[src/rtl/kbd_scan_pkg.sv]
package kbd_scan_pkg;

  // Strobes from the sequencer to the datapath, one cycle each unless noted
  typedef struct packed {
    logic rowReset;  // force row counter to zero
    logic rowStep;   // advance row counter by one
    logic driveOn;   // level: drive the selected row low
    logic captureA;  // sample first reading
    logic captureB;  // sample confirming reading
    logic commit;    // accept change if both readings agree
    logic clrFlag;   // clear per-scan event flag
  } scan_ctrl_t;

  typedef enum logic [3:0] {
    ST_IDLE,
    ST_RESET,
    ST_DRIVE_A,
    ST_COMPARE,
    ST_WAIT,
    ST_DRIVE_B,
    ST_DECIDE,
    ST_STEP,
    ST_DONE
  } scan_state_e;

endpackage

[src/rtl/kbd_scan_ctrl.sv]
module kbd_scan_ctrl
  import kbd_scan_pkg::*;
#(
  parameter int DRIVE_CYCLES    = 4,
  parameter int DEBOUNCE_CYCLES = 10800
) (
  input  logic       clk,
  input  logic       rstN,
  input  logic       start,
  input  logic       rowLast,
  input  logic       rowDiffers,
  output scan_ctrl_t ctrl,
  output logic       busy,
  output logic       done
);

  localparam int TMAX = (DRIVE_CYCLES > DEBOUNCE_CYCLES) ? DRIVE_CYCLES : DEBOUNCE_CYCLES;
  localparam int TW   = $clog2(TMAX + 1);
  localparam logic [TW-1:0] DRIVE_LAST = TW'(DRIVE_CYCLES - 1);
  localparam logic [TW-1:0] WAIT_LAST  = TW'(DEBOUNCE_CYCLES - 1);

  scan_state_e state, stateNext;
  logic [TW-1:0] timer, timerNext;

  always_comb begin
    stateNext = state;
    timerNext = timer;
    ctrl      = '0;
    unique case (state)
      ST_IDLE: begin
        if (start) stateNext = ST_RESET;
      end
      ST_RESET: begin
        ctrl.rowReset = 1'b1;
        ctrl.clrFlag  = 1'b1;
        timerNext     = '0;
        stateNext     = ST_DRIVE_A;
      end
      ST_DRIVE_A: begin
        ctrl.driveOn = 1'b1;
        if (timer == DRIVE_LAST) begin
          ctrl.captureA = 1'b1;
          stateNext     = ST_COMPARE;
        end else begin
          timerNext = timer + 1'b1;
        end
      end
      ST_COMPARE: begin
        timerNext = '0;
        if (rowDiffers)   stateNext = ST_WAIT;
        else if (rowLast) stateNext = ST_DONE;
        else              stateNext = ST_STEP;
      end
      ST_WAIT: begin
        if (timer == WAIT_LAST) begin
          timerNext = '0;
          stateNext = ST_DRIVE_B;
        end else begin
          timerNext = timer + 1'b1;
        end
      end
      ST_DRIVE_B: begin
        ctrl.driveOn = 1'b1;
        if (timer == DRIVE_LAST) begin
          ctrl.captureB = 1'b1;
          stateNext     = ST_DECIDE;
        end else begin
          timerNext = timer + 1'b1;
        end
      end
      ST_DECIDE: begin
        ctrl.commit = 1'b1;
        stateNext   = rowLast ? ST_DONE : ST_STEP;
      end
      ST_STEP: begin
        ctrl.rowStep = 1'b1;
        timerNext    = '0;
        stateNext    = ST_DRIVE_A;
      end
      ST_DONE: begin
        stateNext = ST_IDLE;
      end
      default: stateNext = ST_IDLE;
    endcase
  end

  always_ff @(posedge clk or negedge rstN) begin
    if (!rstN) begin
      state <= ST_IDLE;
      timer <= '0;
    end else begin
      state <= stateNext;
      timer <= timerNext;
    end
  end

  assign busy = (state != ST_IDLE);
  assign done = (state == ST_DONE);

endmodule

[src/rtl/kbd_scan_dp.sv]
module kbd_scan_dp
  import kbd_scan_pkg::*;
#(
  parameter int NUM_ROWS  = 8,
  parameter int NUM_COLS  = 7,
  parameter int USED_COLS = 7,
  parameter int ROW_W     = 3
) (
  input  logic                clk,
  input  logic                rstN,
  input  scan_ctrl_t          ctrl,
  input  logic [NUM_COLS-1:0] colsN,
  output logic [NUM_ROWS-1:0] rowDriveN,
  output logic                rowLast,
  output logic                rowDiffers,
  output logic                anyEvent,
  output logic                evtValid,
  output logic [ROW_W-1:0]    evtRow,
  output logic [NUM_COLS-1:0] evtMask,
  output logic [NUM_COLS-1:0] evtState
);

  localparam logic [ROW_W-1:0] LAST_ROW = ROW_W'(NUM_ROWS - 1);

  logic [NUM_COLS-1:0] colMask;
  logic [ROW_W-1:0]    rowSel;
  logic [NUM_COLS-1:0] readA, readB, sensed, mapEntry;
  logic [NUM_COLS-1:0] keyMap [NUM_ROWS];
  logic                readsAgree;

  // Column mask: bits at or above USED_COLS never count
  for (genvar c = 0; c < NUM_COLS; c++) begin : g_mask
    assign colMask[c] = (c < USED_COLS);
  end

  // Row counter with separate clear and advance strobes
  always_ff @(posedge clk or negedge rstN) begin
    if (!rstN) begin
      rowSel <= '0;
    end else if (ctrl.rowReset) begin
      rowSel <= '0;
    end else if (ctrl.rowStep && rowSel != LAST_ROW) begin
      rowSel <= rowSel + 1'b1;
    end
  end

  assign rowLast = (rowSel == LAST_ROW);

  // Row drivers: low only while the sequencer holds a drive window
  for (genvar r = 0; r < NUM_ROWS; r++) begin : g_drive
    assign rowDriveN[r] = ~(ctrl.driveOn && rowSel == ROW_W'(r));
  end

  // Inverted, masked column capture: pressed key reads as 1
  assign sensed = ~colsN & colMask;

  always_ff @(posedge clk or negedge rstN) begin
    if (!rstN) begin
      readA <= '0;
      readB <= '0;
    end else begin
      if (ctrl.captureA) readA <= sensed;
      if (ctrl.captureB) readB <= sensed;
    end
  end

  assign mapEntry   = keyMap[rowSel];
  assign rowDiffers = (readA != mapEntry);
  assign readsAgree = (readA == readB);

  // Stored key map, one register per row
  for (genvar r = 0; r < NUM_ROWS; r++) begin : g_map
    always_ff @(posedge clk or negedge rstN) begin
      if (!rstN) begin
        keyMap[r] <= '0;
      end else if (ctrl.commit && readsAgree && rowSel == ROW_W'(r)) begin
        keyMap[r] <= readB;
      end
    end
  end

  // Event register and per-scan flag
  always_ff @(posedge clk or negedge rstN) begin
    if (!rstN) begin
      evtValid <= 1'b0;
      evtRow   <= '0;
      evtMask  <= '0;
      evtState <= '0;
      anyEvent <= 1'b0;
    end else begin
      evtValid <= 1'b0;
      if (ctrl.clrFlag) anyEvent <= 1'b0;
      if (ctrl.commit && readsAgree) begin
        evtValid <= 1'b1;
        evtRow   <= rowSel;
        evtMask  <= readB ^ mapEntry;
        evtState <= readB;
        anyEvent <= 1'b1;
      end
    end
  end

endmodule

[src/rtl/kbd_matrix_scan.sv]
module kbd_matrix_scan
  import kbd_scan_pkg::*;
#(
  parameter int NUM_ROWS        = 8,
  parameter int NUM_COLS        = 7,
  parameter int USED_COLS       = 7,
  parameter int DRIVE_CYCLES    = 4,
  parameter int DEBOUNCE_CYCLES = 10800,
  localparam int ROW_W          = $clog2(NUM_ROWS)
) (
  input  logic                clk,
  input  logic                rstN,
  input  logic                start,
  input  logic [NUM_COLS-1:0] colsN,
  output logic [NUM_ROWS-1:0] rowDriveN,
  output logic                busy,
  output logic                done,
  output logic                keyEvent,
  output logic                evtValid,
  output logic [ROW_W-1:0]    evtRow,
  output logic [NUM_COLS-1:0] evtMask,
  output logic [NUM_COLS-1:0] evtState
);

  scan_ctrl_t ctrl;
  logic       rowLast, rowDiffers, anyEvent;

  kbd_scan_ctrl #(
    .DRIVE_CYCLES   (DRIVE_CYCLES),
    .DEBOUNCE_CYCLES(DEBOUNCE_CYCLES)
  ) u_ctrl (
    .clk       (clk),
    .rstN      (rstN),
    .start     (start),
    .rowLast   (rowLast),
    .rowDiffers(rowDiffers),
    .ctrl      (ctrl),
    .busy      (busy),
    .done      (done)
  );

  kbd_scan_dp #(
    .NUM_ROWS (NUM_ROWS),
    .NUM_COLS (NUM_COLS),
    .USED_COLS(USED_COLS),
    .ROW_W    (ROW_W)
  ) u_dp (
    .clk       (clk),
    .rstN      (rstN),
    .ctrl      (ctrl),
    .colsN     (colsN),
    .rowDriveN (rowDriveN),
    .rowLast   (rowLast),
    .rowDiffers(rowDiffers),
    .anyEvent  (anyEvent),
    .evtValid  (evtValid),
    .evtRow    (evtRow),
    .evtMask   (evtMask),
    .evtState  (evtState)
  );

  assign keyEvent = anyEvent;

endmodule

[config.mk]
export PLATFORM = sky130hd
export DESIGN_NAME = kbd_matrix_scan
export DESIGN_NICKNAME = d
export VERILOG_FILES = /design/src/rtl/kbd_scan_pkg.sv /design/src/rtl/kbd_scan_ctrl.sv /design/src/rtl/kbd_scan_dp.sv /design/src/rtl/kbd_matrix_scan.sv
export SDC_FILE = /design/constraint.sdc
export NUM_CORES = 1
export LEC_CHECK = 0
export BUFFER_PORTS_ARGS = -buffer_cell sky130_fd_sc_hd__buf_2
export CAP_MARGIN = 10
export CORE_ASPECT_RATIO = 0.6
export CORE_UTILIZATION = 45
export CTS_CLUSTER_DIAMETER = 120
export CTS_CLUSTER_SIZE = 25
export DETAILED_ROUTE_END_ITERATION = 16
export RECOVER_POWER = 100
export SYNTH_ARGS = -nofsm -noshare
export SYNTH_HDL_FRONTEND = slang
export SYNTH_HIERARCHICAL = 1
export SYNTH_SLANG_ARGS = --single-unit
[constraint.sdc]
create_clock -name clk -period 2.5 [get_ports clk]
set_input_delay 0.25 -clock clk [delete_from_list [all_inputs] [get_ports clk]]
set_output_delay 0.25 -clock clk [all_outputs]
set_load 0.02 [all_outputs]
==> impl_metrics.xml <==
<?xml version="1.0" encoding="UTF-8"?>
<metrics>
  <group name="job">
    <metric name="max-cap-violations" unit="">0</metric>
  </group>
  <group name="worst_setup_path">
    <metric name="timing.setup.critical_path_class" unit="">register to register</metric>
    <metric name="endpoint_of_the_lowest_slack_register_to_register_path" unit="">u_ctrl/state[0]</metric>
    <metric name="crit_arrival" unit="ps">2840</metric>
    <metric name="worst-endpoint-required" unit="ps">2760</metric>
    <metric name="reg2reg_from" unit="">u_dp/rowSel[0]</metric>
    <metric name="crit_path_top_delay_cell" unit="">sky130_fd_sc_hd__mux4_2</metric>
    <metric name="r2r_cells" unit="">11</metric>
    <metric name="setup.worst_path.start_class" unit="">register</metric>
    <metric name="cp-end-kind" unit="">register</metric>
    <metric name="crit_path_max_fanout" unit="">3</metric>
    <metric name="critical_path.n_buffers_inverters" unit="">1</metric>
    <metric name="cpLargestDelayFamily" unit="">multiplexers</metric>
    <metric name="timing.critical_path.cells" unit="">buf_4 -&gt; mux4_2 -&gt; mux2i_4 -&gt; xnor2_1 -&gt; nor4_2 -&gt; nand4_1 -&gt; nor2_1 -&gt; nand2_1 -&gt; a21oi_2 -&gt; o22ai_2 -&gt; o32ai_1</metric>
    <metric name="timing.reg2reg.setup_slack" unit="ps">-80</metric>
    <metric name="critPathMaxStageDelay" unit="ps">530</metric>
  </group>
  <group name="die">
    <metric name="die_height" unit="um">88.0</metric>
    <metric name="floorplan.die.width" unit="um">145</metric>
    <metric name="placementRows" unit="">30</metric>
    <metric name="core_region_area" unit="um^2">11600</metric>
    <metric name="initial_core_utilization" unit="%">47.7</metric>
    <metric name="area_of_the_die" unit="um^2">12800</metric>
    <metric name="ioPinCount" unit="">39</metric>
  </group>
  <group name="detailed_routing">
    <metric name="drt-pass1-iter-count" unit="">5</metric>
    <metric name="route.detailed.vias_per_inst" unit="">5.60</metric>
    <metric name="num_vias" unit="">3717</metric>
    <metric name="detail_route.wl_per_cell" unit="um">19.4</metric>
    <metric name="drc_errors" unit="">0</metric>
    <metric name="ant_nets" unit="">0</metric>
    <metric name="drtIter0Drc" unit="">247</metric>
    <metric name="totalWireLength" unit="um">12900</metric>
  </group>
  <group name="power">
    <metric name="switching_power" unit="mW">2.48</metric>
    <metric name="p_leak" unit="nW">2.99</metric>
    <metric name="p_clk_share" unit="%">22.2</metric>
    <metric name="seqPwrFrac" unit="%">37.2</metric>
    <metric name="cell_internal_pwr" unit="mW">4.07</metric>
    <metric name="powerDensity" unit="nW/um^2">1020</metric>
    <metric name="power.share.combinational" unit="%">40.6</metric>
    <metric name="power.switching_fraction" unit="%">37.8</metric>
    <metric name="worst_vdd_ir" unit="mV">0.397</metric>
  </group>
  <group name="clocking">
    <metric name="cts-buffers-inserted" unit="">9</metric>
    <metric name="cts_max_path_buffers" unit="">2</metric>
    <metric name="clock_latency" unit="ps">350</metric>
    <metric name="clk_root_buffer_cell" unit="">sky130_fd_sc_hd__clkbuf_16</metric>
    <metric name="h-tree-depth" unit="">3</metric>
    <metric name="cts.reportedPaths.clkPinSlew" unit="ps">70</metric>
    <metric name="clock-sinks" unit="">110</metric>
    <metric name="clock_tree_from_tritoncts" unit="">done</metric>
  </group>
  <group name="cells_and_area">
    <metric name="fill_cells" unit="">989</metric>
    <metric name="seq_area" unit="um^2">2760</metric>
    <metric name="final_layout_size_suffix_gt1_share" unit="%">22.8</metric>
    <metric name="layout.cells.non_filler" unit="">664</metric>
    <metric name="multiInputGateArea" unit="um^2">2590</metric>
    <metric name="final_nets" unit="">518</metric>
    <metric name="synthToLayoutAreaGrowth" unit="%">15.4</metric>
    <metric name="antenna_cells_inserted" unit="">0</metric>
  </group>
  <group name="grt">
    <metric name="first_pass_grt_wire_length" unit="um">20300</metric>
    <metric name="globalRouteOverflowTotal" unit="">0</metric>
    <metric name="antenna_violations_before_repair" unit="">0</metric>
    <metric name="grt_max_degree" unit="">51</metric>
    <metric name="grt_util_all_layers" unit="%">21.3</metric>
    <metric name="first_global_vias" unit="">3438</metric>
  </group>
  <group name="synthesis">
    <metric name="count_of_warnings_emitted_by_yosys" unit="">6</metric>
    <metric name="synth_seq_cells" unit="">110</metric>
    <metric name="syn-num-nets" unit="">452</metric>
    <metric name="post_synth_instance_area" unit="um^2">5550</metric>
    <metric name="netlist-cell-type-count" unit="">61</metric>
    <metric name="ffs_w_async_s_r_synth" unit="%">100</metric>
    <metric name="post_synth.cell_area_avg" unit="um^2">12.8</metric>
    <metric name="synth-edff-count" unit="">0</metric>
    <metric name="syn-instance-count" unit="">434</metric>
    <metric name="synth.yosys.seq_area_share" unit="%">49.6</metric>
    <metric name="yosys_most_used_dff" unit="">sky130_fd_sc_hd__dfrtp_1</metric>
  </group>
  <group name="timing">
    <metric name="layout_worst_path_cycle_share" unit="%">103</metric>
    <metric name="clock_period_minus_final_worst_setup_slack" unit="ps">2580</metric>
    <metric name="max_freq" unit="MHz">387</metric>
    <metric name="relSlewSlack" unit="%">32.4</metric>
    <metric name="setup-tns-final" unit="ps">-300</metric>
    <metric name="tightestPinTransition" unit="ps">1010</metric>
    <metric name="worst_slack" unit="ps">-83.6</metric>
    <metric name="final-hold-violation-count" unit="">0</metric>
    <metric name="holdWs" unit="ps">78.7</metric>
    <metric name="finalClockSkew" unit="ps">3.92</metric>
    <metric name="slew_violations" unit="">0</metric>
    <metric name="setup_repair_after_global_routing_missed_its_margin" unit="">yes</metric>
    <metric name="setup-violations-final" unit="">4</metric>
  </group>
  <group name="hold_path">
    <metric name="worstHoldEndpoint" unit="">u_dp/readA[0]</metric>
    <metric name="hold_path_depth" unit="">2</metric>
    <metric name="worst_hold_path_type" unit="">input pin to register</metric>
    <metric name="hold_start" unit="">colsN[0]</metric>
  </group>
  <group name="placement">
    <metric name="io_buffers" unit="">38</metric>
    <metric name="dp.final_hpwl" unit="um">9340</metric>
    <metric name="post-place-cells" unit="">646</metric>
    <metric name="pre_cts_slack" unit="ps">-75.1</metric>
    <metric name="place_congestion" unit="">0.825</metric>
  </group>
  <group name="outcome">
    <metric name="run_status" unit="">finished with violations</metric>
    <metric name="violated_checks" unit="">setup timing</metric>
  </group>
</metrics>
-- sequential cells by signal, indices dropped and copies added, names as in the netlist --
register / flops
u_dp/evtMask: 7
u_ctrl/timer: 14
u_dp/rowSel: 3
u_dp/evtState: 7
u_ctrl/state: 4
u_dp/keyMap: 56
u_dp/readA: 7
u_dp/readB: 7
u_dp/evtValid: 1
u_dp/evtRow: 3
u_dp/anyEvent: 1
-- worst max path at each step --
stage	start	endpoint	cells after the start
2_1_floorplan	u_dp/rowSel[0]	u_ctrl/state[0]	12
3_3_place_gp	u_dp/rowSel[0]	u_ctrl/state[0]	11
3_5_place_dp	u_dp/rowSel[0]	u_ctrl/state[0]	11
4_1_cts	u_dp/rowSel[0]	u_ctrl/state[0]	11
5_1_grt	u_dp/rowSel[0]	u_ctrl/state[0]	11
6_report	u_dp/rowSel[0]	u_ctrl/state[0]	11
-- cells in the final DEF, fill, tap and decap left out, types with 7 or more instances in the layout --
cell type	n
sky130_fd_sc_hd__clkbuf_16	9
sky130_fd_sc_hd__mux2_2	8
sky130_fd_sc_hd__nand3_1	9
sky130_fd_sc_hd__a21oi_1	14
sky130_fd_sc_hd__nor2_1	27
sky130_fd_sc_hd__nor2b_1	9
sky130_fd_sc_hd__and3_1	7
sky130_fd_sc_hd__xnor2_1	19
sky130_fd_sc_hd__a22o_1	7
sky130_fd_sc_hd__ha_1	8
sky130_fd_sc_hd__buf_2	16
sky130_fd_sc_hd__mux4_2	14
sky130_fd_sc_hd__nand2_1	16
sky130_fd_sc_hd__buf_4	34
sky130_fd_sc_hd__dfrtp_1	108
sky130_fd_sc_hd__mux2_1	66
sky130_fd_sc_hd__nand4_1	7
sky130_fd_sc_hd__clkbuf_1	24
sky130_fd_sc_hd__inv_1	9
-- metrics by stage --
stage                     utilization [%]  total power, mW  cell area [um^2]
final                                55.0             6.55              6400
after global routing                 55.0             6.91              6400
after CTS                            55.6             6.59              6470
after detailed placement             52.9             5.12              6160
after global placement               52.9             5.07              6160
after floorplan                         -             4.24              5550
-- power groups by stage --
stage	Combinational (mW)	Sequential, mW	Clock (mW)
2_1_floorplan	1.75	2.49	0
3_3_place_gp	2.62	2.45	0
3_5_place_dp	2.66	2.46	0
4_1_cts	2.68	2.43	1.49
5_1_grt	2.88	2.47	1.55
6_report	2.66	2.43	1.46
-- layer usage --
metal | up-vias | share of wire (%) | GRT usage (%)
met5 | - | 0 | 0
met4 | 0 | 0.84 | 4.88
met3 | 9 | 5.9 | 5.36
met2 | 116 | 38 | 27.0
met1 | 1888 | 55 | 35.0
li1 | 1704 | - | -
-- area by class of cell --
type                    count  area share (%)
flip-flops and latches    110            43.0
clock buffers              12            4.01
well taps                 160            3.13
clock inverters             3           0.684
inverters                  11           0.645
multi-input cells         285            40.5
repair buffers             83            8.05
-- cell usage after synthesis, drive strengths merged (2+ instances only) --
master / instances / share of area (%)
dfrtp: 110 / 50
mux2: 74 / 15
nor2: 28 / 2.1
xnor2: 20 / 3.2
nand2: 16 / 1.1
a21oi: 15 / 1.4
buf: 14 / 1.7
clkbuf: 14 / 0.95
mux4: 14 / 5.8
mux2i: 12 / 3.6
o21ai: 12 / 1.1
nand3: 10 / 0.99
inv: 9 / 0.61
nor2b: 9 / 1.0
ha: 8 / 1.8
a22o: 7 / 1.1
and3: 7 / 0.79
nand4: 7 / 0.79
and4: 4 / 0.63
nor3: 4 / 0.36
nor4b: 4 / 0.74
and2: 3 / 0.38
o22ai: 3 / 0.45
or3: 3 / 0.34
xor2: 3 / 0.47
a21boi: 2 / 0.27
clkinv: 2 / 0.16
nor4: 2 / 0.34
o311ai: 2 / 0.59
o32ai: 2 / 0.32
-- kinds of logic (layout without fill, tap and decap cells) --
logic type,after synthesis,after routing,share of synthesized area [%]
xor gates and xnor gates,23,23,3.63
DFF,110,110,49.6
AOI/OAI and AO/OA,50,50,6.52
adders and majority gates,8,8,1.80
buffers and inverters,39,109,3.45
and+or+nand+nor,104,104,10.6
muxes,100,100,24.4
-- repair_timing --
action / 4_1_cts / 5_1_grt
hold buffers: 1 / 0
hold endpoints to repair: 38 / 0
resized for setup: 0 / 7
endpoints found under the setup margin: 1 / 6
setup buffers: 0 / 3
pin swaps: 0 / 9
No activity file was read; power rests on OpenSTA's default activity.
